$ cat src/rtl/bfp_pkg.sv
package bfp_pkg;
  localparam int SHIFT_W = 2;
  typedef logic [SHIFT_W-1:0] shift_t;

  // worst-case growth per pass type, in bits
  localparam shift_t GROW_R4     = 2'd2;
  localparam shift_t GROW_R2     = 2'd1;
  // headroom unknown before the first pass: assume worst case
  localparam shift_t SHIFT_FIRST = GROW_R4;
endpackage

$ cat src/rtl/bfp_rsb_count.sv
module bfp_rsb_count #(
  parameter int DATA_W = 16,
  localparam int CNT_W = $clog2(DATA_W)
) (
  input  logic [DATA_W-1:0] val,
  output logic [CNT_W-1:0]  rsb
);
  logic [DATA_W-2:0] diff;

  // a 1 marks a bit that differs from the sign
  assign diff = val[DATA_W-2:0] ^ {(DATA_W-1){val[DATA_W-1]}};

  // the highest differing bit sets the count; ascending scan lets it win
  always_comb begin
    rsb = CNT_W'(DATA_W-1);
    for (int i = 0; i < DATA_W-1; i++) begin
      if (diff[i]) rsb = CNT_W'(DATA_W-2-i);
    end
  end
endmodule

$ cat src/rtl/bfp_headroom_track.sv
module bfp_headroom_track #(
  parameter int DATA_W = 16,
  localparam int CNT_W = $clog2(DATA_W)
) (
  input  logic             clk,
  input  logic             rst_n,
  input  logic             flush,
  input  logic             pass_start,
  input  logic             smp_valid,
  input  logic [CNT_W-1:0] rsb_a,
  input  logic [CNT_W-1:0] rsb_b,
  output logic [CNT_W-1:0] hr_now
);
  localparam logic [CNT_W-1:0] HR_EMPTY = CNT_W'(DATA_W-1);

  logic [CNT_W-1:0] hr_q;
  logic [CNT_W-1:0] hr_d;
  logic [CNT_W-1:0] smp_min;

  assign smp_min = (rsb_a < rsb_b) ? rsb_a : rsb_b;

  // running minimum including this cycle's sample
  always_comb begin
    hr_now = hr_q;
    if (smp_valid && (smp_min < hr_q)) hr_now = smp_min;
  end

  always_comb begin
    if (flush)           hr_d = HR_EMPTY;
    else if (pass_start) hr_d = smp_valid ? smp_min : HR_EMPTY;
    else                 hr_d = hr_now;
  end

  always_ff @(posedge clk or negedge rst_n) begin
    if (!rst_n) hr_q <= HR_EMPTY;
    else        hr_q <= hr_d;
  end
endmodule

$ cat src/rtl/bfp_shift_select.sv
module bfp_shift_select
  import bfp_pkg::*;
#(
  parameter int DATA_W = 16,
  localparam int CNT_W = $clog2(DATA_W)
) (
  input  logic [CNT_W-1:0] hr,
  input  logic             nxt_radix2,
  output shift_t           shift_sel
);
  logic [CNT_W-1:0] grow;

  assign grow = nxt_radix2 ? CNT_W'(GROW_R2) : CNT_W'(GROW_R4);

  always_comb begin
    if (hr >= grow) shift_sel = '0;
    else            shift_sel = shift_t'(grow - hr);
  end
endmodule

$ cat src/rtl/bfp_exp_accum.sv
module bfp_exp_accum
  import bfp_pkg::*;
#(
  parameter int EXP_W  = 5,
  parameter int LOG2_N = 10,
  localparam int EW    = EXP_W + 1
) (
  input  logic                 clk,
  input  logic                 rst_n,
  input  logic                 xfm_start,
  input  logic                 inv_mode,
  input  logic                 pass_end,
  input  shift_t               cur_shift,
  output logic signed [EW-1:0] exp_q,
  output logic                 ovf_q
);
  localparam int EXP_MAX_I = (2 ** EXP_W) - 1;
  localparam int EXP_MIN_I = -(2 ** EXP_W);

  logic signed [EW-1:0] exp_d;
  logic                 ovf_d;
  logic                 upd_en;
  int                   dec_i;

  assign upd_en = xfm_start | pass_end;

  always_comb begin
    exp_d = exp_q;
    ovf_d = ovf_q;
    dec_i = int'(exp_q) - int'(cur_shift);
    if (xfm_start) begin
      if (inv_mode && (LOG2_N > EXP_MAX_I)) begin
        exp_d = EW'(EXP_MAX_I);
        ovf_d = 1'b1;
      end else begin
        exp_d = inv_mode ? EW'(LOG2_N) : '0;
        ovf_d = 1'b0;
      end
    end else if (pass_end) begin
      if (dec_i < EXP_MIN_I) begin
        exp_d = EW'(EXP_MIN_I);
        ovf_d = 1'b1;
      end else begin
        exp_d = EW'(dec_i);
      end
    end
  end

  always_ff @(posedge clk or negedge rst_n) begin
    if (!rst_n) begin
      exp_q <= '0;
      ovf_q <= 1'b0;
    end else if (upd_en) begin
      exp_q <= exp_d;
      ovf_q <= ovf_d;
    end
  end
endmodule

$ cat src/rtl/bfp_exp_tracker.sv
module bfp_exp_tracker
  import bfp_pkg::*;
#(
  parameter int DATA_W = 16,
  parameter int EXP_W  = 5,
  parameter int LOG2_N = 10
) (
  input  logic              clk,
  input  logic              rst_n,
  input  logic              xfm_start,
  input  logic              inv_mode,
  input  logic              pass_start,
  input  logic              pass_end,
  input  logic              nxt_radix2,
  input  logic              smp_valid,
  input  logic [DATA_W-1:0] smp_re,
  input  logic [DATA_W-1:0] smp_im,
  output logic [1:0]        shift_amt,
  output logic [EXP_W:0]    exponent,
  output logic              exp_ovf
);
  localparam int CNT_W = $clog2(DATA_W);
  localparam int LANES = 2;

  // reset: asserted asynchronously, released on the clock
  logic [1:0] rst_sync_q;
  logic       arst_n_sync;

  always_ff @(posedge clk or negedge rst_n) begin
    if (!rst_n) rst_sync_q <= '0;
    else        rst_sync_q <= {rst_sync_q[0], 1'b1};
  end
  assign arst_n_sync = rst_sync_q[1];

  // sign-bit counters, one per component
  logic [DATA_W-1:0] lane_val [LANES];
  logic [CNT_W-1:0]  lane_rsb [LANES];

  assign lane_val[0] = smp_re;
  assign lane_val[1] = smp_im;

  for (genvar g = 0; g < LANES; g++) begin : g_lane
    bfp_rsb_count #(.DATA_W(DATA_W)) u_rsb (
      .val (lane_val[g]),
      .rsb (lane_rsb[g])
    );
  end

  logic [CNT_W-1:0] hr_now;
  logic             hr_flush;

  assign hr_flush = xfm_start | pass_end;

  bfp_headroom_track #(.DATA_W(DATA_W)) u_track (
    .clk        (clk),
    .rst_n      (arst_n_sync),
    .flush      (hr_flush),
    .pass_start (pass_start),
    .smp_valid  (smp_valid),
    .rsb_a      (lane_rsb[0]),
    .rsb_b      (lane_rsb[1]),
    .hr_now     (hr_now)
  );

  shift_t shift_sel;

  bfp_shift_select #(.DATA_W(DATA_W)) u_sel (
    .hr         (hr_now),
    .nxt_radix2 (nxt_radix2),
    .shift_sel  (shift_sel)
  );

  // shift register: next-state and register processes
  shift_t shift_q;
  shift_t shift_d;
  logic   shift_en;

  assign shift_en = xfm_start | pass_end;

  always_comb begin
    if (xfm_start) shift_d = SHIFT_FIRST;
    else           shift_d = shift_sel;
  end

  always_ff @(posedge clk or negedge arst_n_sync) begin
    if (!arst_n_sync)  shift_q <= SHIFT_FIRST;
    else if (shift_en) shift_q <= shift_d;
  end

  logic signed [EXP_W:0] exp_q;
  logic                  ovf_q;

  bfp_exp_accum #(.EXP_W(EXP_W), .LOG2_N(LOG2_N)) u_exp (
    .clk       (clk),
    .rst_n     (arst_n_sync),
    .xfm_start (xfm_start),
    .inv_mode  (inv_mode),
    .pass_end  (pass_end),
    .cur_shift (shift_q),
    .exp_q     (exp_q),
    .ovf_q     (ovf_q)
  );

  assign shift_amt = shift_q;
  assign exponent  = exp_q;
  assign exp_ovf   = ovf_q;
endmodule

$ cat config.mk
export PLATFORM = sky130hd
export DESIGN_NAME = bfp_exp_tracker
export DESIGN_NICKNAME = d
export VERILOG_FILES = /design/src/rtl/bfp_pkg.sv /design/src/rtl/bfp_rsb_count.sv /design/src/rtl/bfp_headroom_track.sv /design/src/rtl/bfp_shift_select.sv /design/src/rtl/bfp_exp_accum.sv /design/src/rtl/bfp_exp_tracker.sv
export SDC_FILE = /design/constraint.sdc
export NUM_CORES = 1
export LEC_CHECK = 0
export BUFFER_PORTS_ARGS = -buffer_cell sky130_fd_sc_hd__buf_2
export CAP_MARGIN = 20
export CELL_PAD_IN_SITES_DETAIL_PLACEMENT = 1
export CELL_PAD_IN_SITES_GLOBAL_PLACEMENT = 2
export CORE_MARGIN = 2
export CORE_UTILIZATION = 25
export CTS_CLUSTER_DIAMETER = 40
export DETAILED_ROUTE_END_ITERATION = 10
export GPL_TIMING_DRIVEN = 0
export PLACE_DENSITY = 0.7
export SYNTH_ARGS = -nofsm -noshare
export SYNTH_HDL_FRONTEND = slang
export SYNTH_SLANG_ARGS = --single-unit
$ cat constraint.sdc
create_clock -name clk -period 0.8 [get_ports clk]
set_input_delay 0.08 -clock clk [delete_from_list [all_inputs] [get_ports clk]]
set_output_delay 0.08 -clock clk [all_outputs]
set_load 0.02 [all_outputs]
==> results of run 1 <==
-- cell families (layout without fill, tap and decap cells) --
family	after synthesis	in the layout	synth area share
AO/OA/AOI/OAI	70	70	0.2743
other	1	1	0.002108
adder cells (fa/ha/maj)	13	13	0.09564
XOR/XNOR	1	1	0.004924
multiplexers	5	5	0.03867
buffers and inverters	25	121	0.06118
AND/OR/NAND/NOR	110	110	0.3087
flip-flops	15	15	0.2145
-- cells in the final DEF (no fill, tap or decap), drive strengths merged, types with 2 or more instances in the layout --
cell / instances
nand3: 9
mux2i: 3
nor2: 34
nor3: 12
nand2: 19
o21a: 5
a211oi: 2
a2111oi: 2
mux2: 2
nand2b: 12
ha: 12
clkbuf: 4
o211ai: 3
or2: 3
buf: 94
inv: 21
a31o: 2
o31ai: 2
and3: 2
a221oi: 3
nor2b: 3
a32o: 2
o21ai: 15
a21oi: 18
or3: 2
dfrtp: 10
a31oi: 4
or2b: 2
nor4: 5
and2b: 2
dfstp: 5
-- power by group through the flow --
| stage | clock network [mW] | registers (mW) | logic (mW) |
|---|---|---|---|
| CTS | 0.621 | 1.02 | 2.04 |
| global placement | 0 | 1.02 | 1.52 |
| finish | 0.608 | 1.03 | 2.43 |
| global route | 0.661 | 1.04 | 2.64 |
| floorplan | 0 | 1.07 | 1.01 |
| detailed placement | 0 | 1.02 | 1.53 |
-- per-layer routing --
layer / wire [um] / share of wire / GRT usage / vias up
met1: 2855 / 0.46 / 0.2043 / 1024
met2: 3127 / 0.50 / 0.2782 / 41
met3: 162 / 0.026 / 0.01866 / 8
met5: 0 / 0 / 0 / -
li1: - / - / - / 1061
met4: 76 / 0.012 / 0.02755 / 0
-- sequential cells by signal, summed over array words and instances (netlist names) --
register / cells
rst_sync_q: 2
shift_amt: 2
u_exp.exp_q: 6
u_exp.ovf_q: 1
u_track.hr_q: 4
-- final timing paths --
kind,end,slack [ps],start,cells past startpoint
max in group asynchronous,shift_amt[0],160,rst_sync_q[1],0
min,u_exp.exp_q[1],90,inv_mode,2
max,shift_amt[1],-3800,smp_re[15],26
min reg2reg,u_exp.exp_q[3],230,rst_sync_q[1],0
max reg2reg,shift_amt[1],-2390,u_track.hr_q[3],15
min in group asynchronous,rst_sync_q[0],150,rst_n,2
-- repair_timing --
| item | in CTS | in global routing |
|---|---|---|
| endpoints found under the setup margin | 22 | 22 |
| pin swaps | 27 | 30 |
| gates resized for setup | 44 | 51 |
| setup buffers | 36 | 14 |
| hold buffers | 1 | 0 |
| hold endpoints to repair | 2 | 0 |
-- critical path, stage by stage --
cell and delay, ps:
sky130_fd_sc_hd__buf_8 100, sky130_fd_sc_hd__buf_8 120, sky130_fd_sc_hd__or3_4 380, sky130_fd_sc_hd__nor3_4 120
sky130_fd_sc_hd__nor2_2 70, sky130_fd_sc_hd__nor2_2 130, sky130_fd_sc_hd__ha_1 260, sky130_fd_sc_hd__a21oi_2 150
sky130_fd_sc_hd__o211ai_1 100, sky130_fd_sc_hd__o41a_1 370, sky130_fd_sc_hd__o31a_4 390, sky130_fd_sc_hd__mux2i_4 220
sky130_fd_sc_hd__ha_4 200, sky130_fd_sc_hd__nor2_2 80, sky130_fd_sc_hd__and3_4 210, sky130_fd_sc_hd__inv_2 40
sky130_fd_sc_hd__a311oi_2 230, sky130_fd_sc_hd__or2_4 210, sky130_fd_sc_hd__mux2i_4 270, sky130_fd_sc_hd__inv_2 70
sky130_fd_sc_hd__ha_4 240, sky130_fd_sc_hd__nand4b_1 170, sky130_fd_sc_hd__o21a_1 130, sky130_fd_sc_hd__or2b_1 220
sky130_fd_sc_hd__o21ai_1 120, sky130_fd_sc_hd__a31o_1 120
-- cell type report --
cell class | instances | area share
Sequential cell | 15 | 0.1299
Clock inverter | 1 | 0.001671
Buffer | 3 | 0.008772
Multi-Input combinational cell | 200 | 0.5539
Inverter | 21 | 0.02715
Timing Repair Buffer | 93 | 0.2247
Clock buffer | 3 | 0.01378
Tap cell | 96 | 0.04010
==> results.md, run 1 <==
Layout:
- After routing the design area is 2995 um^2.
- 0 antenna diodes ended up in the layout.
- The multi-input combinational cells in the finished layout cover a total of 1659 um^2.
- In the final layout, the share of cells above drive strength 1 is 0.5357.
- The number of nets at the end of the flow is 390.
- In the final layout, flip-flops and latches occupy 389.1 um^2.
- The layout has 840 filler cells.
- The final cell count without fillers is approximately 430.
- The area overhead of the layout relative to synthesis is 68.35%.
- Once layout is complete, the utilization of the core stands at 0.4385.

Route:
- In the routed design, unresolved DRC markers number 0.
- The post-detailed-route wirelength per cell is 14.40 um.
- In this run the remaining antenna-violating nets after routing total 0.
- The routed layout has 2134 vias.
- For this block, the initial DRC count from the detailed router was 20.
- The total wire length after detailed routing is 6.222 mm.
- The first detailed-routing pass ran for 4 iterations.
- After detailed routing, the number of vias per cell comes to 4.940.

Timing:
- The count of endpoints failing hold in the final timing report is 0.
- The total count of max-transition violations in the final report came to 0.
- The slack of the critical path is -3798 ps.
- Based on the critical path, the design can be clocked at up to 217.5 MHz.
- Setup repair after global routing could not meet its margin everywhere.
- Dividing the final minimum period by the clock period gives 5.748.
- The slew at the pin closest to its max-slew limit is between 700 and 800 ps.
- The total negative setup slack is -28520 ps.
- The final-layout worst hold slack is between 80 and 90 ps.
- Clock skew on the completed layout was measured at 0.9329 ps.
- The worst-case headroom to the max-slew limit is 0.4932.
- The smallest clock period supported by the final layout is computed as 4598 ps.
- The number of setup violations in the final report is 22.

Run:
- The number of max-cap violations is 0.

Placed design:
- The worst setup slack before clock tree synthesis is -4513 ps.
- In this run the cell area measured after placement is around 2300 um^2.
- The number of input and output port buffers inserted is 48.
- The detailed placer's ending HPWL is 4.235 mm.
- At the end of routability-driven placement, the weighted congestion stood at 0.7835.
- The number of placed cells counting well taps is 384.

Die:
- The initial cell density of the core is 0.2604.
- In this run the horizontal extent of the chip is 88.36 um.
- From bottom edge to top edge, the die measures about 88 um.
- The total die area is 7807 um^2.
- The region available for standard cell placement spans 6832 um^2.
- The I/O pin total is 49.
- The number of standard-cell rows in the floorplan is 30.

Power:
- The internal power of the cells is 2.482 mW.
- The power density relative to cell area is 1357 nW/um^2.
- The switching part of the total power is 0.3893.
- The sequential share of power is 0.253.
- The reported leakage power is 1.282 nW.
- Summed over all nets, the switching power comes to between 1.5 and 2 mW.
- The combinational cell fraction of total power is 0.598.
- The share of total power dissipated in the clock network is 0.150.
- The post-layout total power is 4.065 mW.
- VDD sags by at most 0.0006036 V.

Synthesis:
- Sorting the synthesized cells by how often they occur yields sky130_fd_sc_hd__nor2_1 (32), sky130_fd_sc_hd__inv_1 (21), sky130_fd_sc_hd__nand2_1 (19), sky130_fd_sc_hd__a21oi_1 (17), sky130_fd_sc_hd__o21ai_0 (15).
- In the post-synthesis netlist, the cell with the most instances is sky130_fd_sc_hd__nor2_1.
- The number of enable flip-flop cells after synthesis is 0.
- In this run the cell area of the synthesized design comes to ~1800 um^2.
- The post-synthesis average cell area is 7.413 um^2.
- The dominant cell type by area after synthesis is sky130_fd_sc_hd__dfrtp_1.
- The sequential fraction of the synthesis area is 0.2145.
- In the post-synthesis netlist, the biggest area contributors are sky130_fd_sc_hd__dfrtp_1 (14%), sky130_fd_sc_hd__ha_1 (8.4%), sky130_fd_sc_hd__dfstp_2 (7.4%).
- The most used flip-flop cell after synthesis is sky130_fd_sc_hd__dfrtp_1.
- The synthesis-stage register bit count is 15.
- The Yosys warning count is 0.
- The synthesized netlist contains 59 unique library cells.
- The cell count after synthesis came out at 240.
- Of all flip-flops after synthesis, the portion carrying an async set or reset was 1.000.
- When the netlist entered floorplanning its net count stood at 293.
- The portion of synthesized cell area occupied by the leading cell type is 0.1406.

Global routing:
- The via count of the first global-routing pass was 2162.
- Summed over all layers, the global routing overflow is 0.
- Entering global routing, the biggest net connects 14 pins.
- For this run, the total global-route usage over all layers was measured as 0.1559.
- The global-route wire length before repair is 9.922 mm.
- The number of antenna violations at the first check in global routing is 0.

Setup path:
- The worst endpoint data arrival time is 4790 ps.
- The classification of the worst setup path is input port to flip-flop.
- STA puts the critical path data required time at slightly below 1000 ps.
- The category of the worst setup path launch point is an input port.
- Along the worst path, the maximum fanout reaches 5.
- The worst setup path is captured at a flip-flop.

Clocking:
- TritonCTS created 3 clock buffers.
- The cell sitting at the root of the clock tree is a sky130_fd_sc_hd__clkbuf_8.
- The clock slew seen by the registers of the worst setup and hold paths is 60 ps.
- The clock tree from TritonCTS is yes.
- The H-tree depth reported by CTS is 1.
- The maximum buffer depth of the clock tree is 2.
- The worst-skew pair later-pin latency is 240 ps.
- The number of clock sinks is 15.

Status:
- The final reports fail on setup timing.
- The run finished, with violations left.

Worst hold path:
- The min-delay analysis places its worst path in the category input port to flip-flop.
Power figures use the tool's default switching activity.
==> run 2: changes to the inputs <==
--- a/config.mk
+++ b/config.mk
@@ -14,7 +14,7 @@
 export CTS_CLUSTER_DIAMETER = 40
 export DETAILED_ROUTE_END_ITERATION = 10
 export GPL_TIMING_DRIVEN = 0
-export PLACE_DENSITY = 0.7
+export PLACE_DENSITY = 0.75
 export SYNTH_ARGS = -nofsm -noshare
 export SYNTH_HDL_FRONTEND = slang
 export SYNTH_SLANG_ARGS = --single-unit
==> run 2 against run 1 <==
The run still ends with setup timing left. Clock-buffer cell count unchanged. Clock power up 3%. Critical path depth unchanged. Critical endpoint unchanged.
==> results.md, run 2 (synthesis results as in run 1) <==
Layout:
- The register bank with the most flops is u_exp.exp_q (unchanged).
- The area overhead of the layout relative to synthesis is 63.57% (was 68.35%).
- Registers with the highest flip-flop counts: u_exp.exp_q (6), u_track.hr_q (4) (unchanged).
- The leading cell type in the layout, fill and taps excluded is sky130_fd_sc_hd__buf_2.
- The final cell count without fillers is 427 (was 432).
- The diode insertion count for antenna repair is 0 (unchanged).
- The fraction of layout instances using a drive strength above 1 is 0.5015 (was 0.5357).
- The number of nets at the end of the flow is 385 (was 390).
- Commonest cells after routing, fill and taps aside: sky130_fd_sc_hd__buf_2 (39), sky130_fd_sc_hd__buf_4 (31), sky130_fd_sc_hd__nor2_1 (29) (was sky130_fd_sc_hd__buf_4 (38), sky130_fd_sc_hd__buf_2 (38), sky130_fd_sc_hd__nor2_1 (27)).
- The final design utilization is 0.4260 (was 0.4385).
- The flip-flop count of the largest register, all copies and words added is 6 (unchanged).

Global routing:
- The via count of the first global-routing pass is 2158 (was 2162).
- The total congestion overflow is 0 (unchanged).
- The global-route wire length before repair is 9.418 mm (was 9.922 mm).
- The number of antenna violations at the first check in global routing was 0 (unchanged).
- The largest net degree at the start of global routing is 14 (unchanged).
- The global-route total usage across every layer is 0.1470 (was 0.1559).

Die:
- The total die area is 7807 um^2 (unchanged).
- The area of the core came to 6832 um^2 (unchanged).
- The initial cell density of the core was 0.2604 (unchanged).
- The width of the die came to 88.36 um (unchanged).
- The number of standard-cell rows in the floorplan came to 30 (unchanged).
- The die height was 88.36 um (unchanged).
- The I/O pin total is 49 (unchanged).

Clocking:
- The clock tree from TritonCTS is yes (unchanged).
- The clock root buffer master is sky130_fd_sc_hd__clkbuf_8 (unchanged).
- The total CTS buffers is 3 (unchanged).
- The clock slew seen by the registers of the worst setup and hold paths was 70 ps (was 60 ps).
- The number of clock sinks is 15 (unchanged).
- The worst-skew pair later-pin latency is 250 ps (was 240 ps).
- The maximum buffer depth of the clock tree is 2 (unchanged).
- The H-tree depth reported by CTS came to 1 (unchanged).

Timing:
- The worst-case headroom to the max-slew limit is 0.5896 (was 0.4932).
- Unrepaired setup endpoints after global routing: yes (unchanged).
- The slew at the pin closest to its max-slew limit is 615.6 ps (was 757.9 ps).
- The count of endpoints failing hold in the final timing report is 0 (unchanged).
- The time the worst path needs with I/O delays and setup is 4534 ps (was 4598 ps).
- The worst setup skew after layout is 6.690 ps (was 0.9329 ps).
- The upper clock frequency limit is 220.5 MHz (was 217.5 MHz).
- The number of setup violations in the final report is 22 (unchanged).
- The final cycle utilization of the critical path is 5.668 (was 5.748).
- The total count of max-transition violations in the final report is 0 (unchanged).
- The slack of the critical path is -3734 ps (was -3798 ps).

Placed design:
- The worst setup slack before clock tree synthesis is -4527 ps (was -4513 ps).
- The number of input and output port buffers inserted is 48 (unchanged).
- The global placer's final weighted congestion is 0.7616 (was 0.7835).
- The number of placed cells counting well taps came to 384 (unchanged).
- The detailed placer's ending HPWL was 4.177 mm (was 4.235 mm).

Power:
- The post-layout total power was 3.906 mW (was 4.065 mW).
- The reported leakage power is 1.256 nW (was 1.282 nW).
- The highest ir drop seen on vdd came to 0.0004776 V (was 0.0006036 V).
- The power density relative to cell area is 1342 nW/um^2 (was 1357 nW/um^2).

Setup path:
- The last element of the critical path is shift_amt[1] (unchanged).
- The gate family responsible for the most delay along the worst path is compound AO/OA/AOI/OAI gates (unchanged).
- The worst flop-to-flop path startpoint was u_track.hr_q[3] (unchanged).
- The number of buffers and inverters on the critical path is 4 (unchanged).
- The master of the slowest instance on the critical path is sky130_fd_sc_hd__or3_4 (was sky130_fd_sc_hd__o31a_4).
- The category of the worst setup path launch point is an input port (unchanged).
- The nature of the critical path endpoint is a flip-flop (unchanged).
- The cell depth of the worst flop-to-flop path is 15 (unchanged).
- The largest driver fanout on the critical path is 4 (was 5).
- The largest incremental delay on the critical path came to 390 ps (about the same).
- The cell count along the critical path is 26 (unchanged).
- The timing startpoint of the critical path is smp_re[15] (unchanged).
- The worst endpoint data arrival time came to 4730 ps (was 4790 ps).
- The classification of the worst setup path is input port to flip-flop (unchanged).
- The worst setup slack for register-to-register paths came to -2240 ps (was -2390 ps).
- The critical register-to-register path endpoint is shift_amt[1] (unchanged).
- The required time at the worst-slack endpoint came to 990 ps (about the same).

Route:
- The DRC violation total after the first TritonRoute iteration is 38 (was 20).
- The number of detailed-route iterations in the first pass is 4 (unchanged).
- The post-detailed-route DRC marker count is 0 (unchanged).
- The post-detailed-route wirelength per cell is 13.57 um (was 14.40 um).
- The antenna violation net count after detailed routing is 0 (unchanged).
- The total via count in the routed design is 2103 (was 2134).
- The total wire length after detailed routing is 5.794 mm (was 6.222 mm).
- The via count normalized by instance count is 4.925 (was 4.940).

Status:
- Result of the run: finished, violations left (unchanged).
- Violations in the final reports: setup timing (unchanged).

Run:
- The number of max-cap violations is 0 (unchanged).

Worst hold path:
- The type of the tightest min-delay check is input port to flip-flop (unchanged).
==> run 2: cell types whose count changed in the layout (fill, tap and decap cells not counted), sizes merged <==
| cell | before | now |
|---|---|---|
| buf | 94 | 89 |
==> run 2: area by class of cell <==
type / instances / area [um^2]
repair buffers: 88 / 639.4
plain buffers: 3 / 23.77
fillers: 850 / 3921
flip-flops and latches: 15 / 390.4
clock buffers: 3 / 41.29
well taps: 96 / 120.1
inverters: 21 / 83.83
clock inverters: 1 / 5.005
multi-input cells: 200 / 1607
==> run 2: how the worst min path moves through the flow <==
stage | startpoint | to | slack, ps | depth (start not counted)
floorplan | rst_n | rst_sync_q[0] | -220 | 0
global placement | rst_n | rst_sync_q[0] | -130 | 1
detailed placement | rst_n | rst_sync_q[0] | -130 | 1
CTS | inv_mode | u_exp.exp_q[3] | 60 | 2
global route | inv_mode | u_exp.exp_q[3] | 70 | 2
finish | inv_mode | u_exp.exp_q[3] | 70 | 2
==> run 2: layer usage <==
layer	wire length (um)	up-vias	global-route usage
met4	9	0	0.02617
li1	-	1056	-
met5	0	-	0
met3	150	2	0.01679
met1	2651	1016	0.1837
met2	2983	29	0.2734
==> run 2: repair_timing <==
item	in CTS	in global routing
resized for setup	44	38
setup buffers	32	9
hold buffers	1	0
hold endpoints to repair	2	0
setup endpoints to repair	22	22
gates cloned	0	0
pin swaps	24	26
==> run 2: stage by stage <==
step                setup TNS (ps)  instance area (um^2)  hold slack, ps
floorplan                   -26340                  1901          -215.6
CTS                         -29160                  2731           62.71
global route                -30100                  2910           71.07
detailed placement          -30550                  2261          -132.4
finish                      -28010                  2910           68.80
global placement            -30180                  2261          -134.7
==> run 2: power breakdown <==
group,internal (mW),total (mW),switching [mW]
clock network,0.345,0.627,0.282
registers,0.871,1.03,0.164
logic,1.18,2.24,1.07
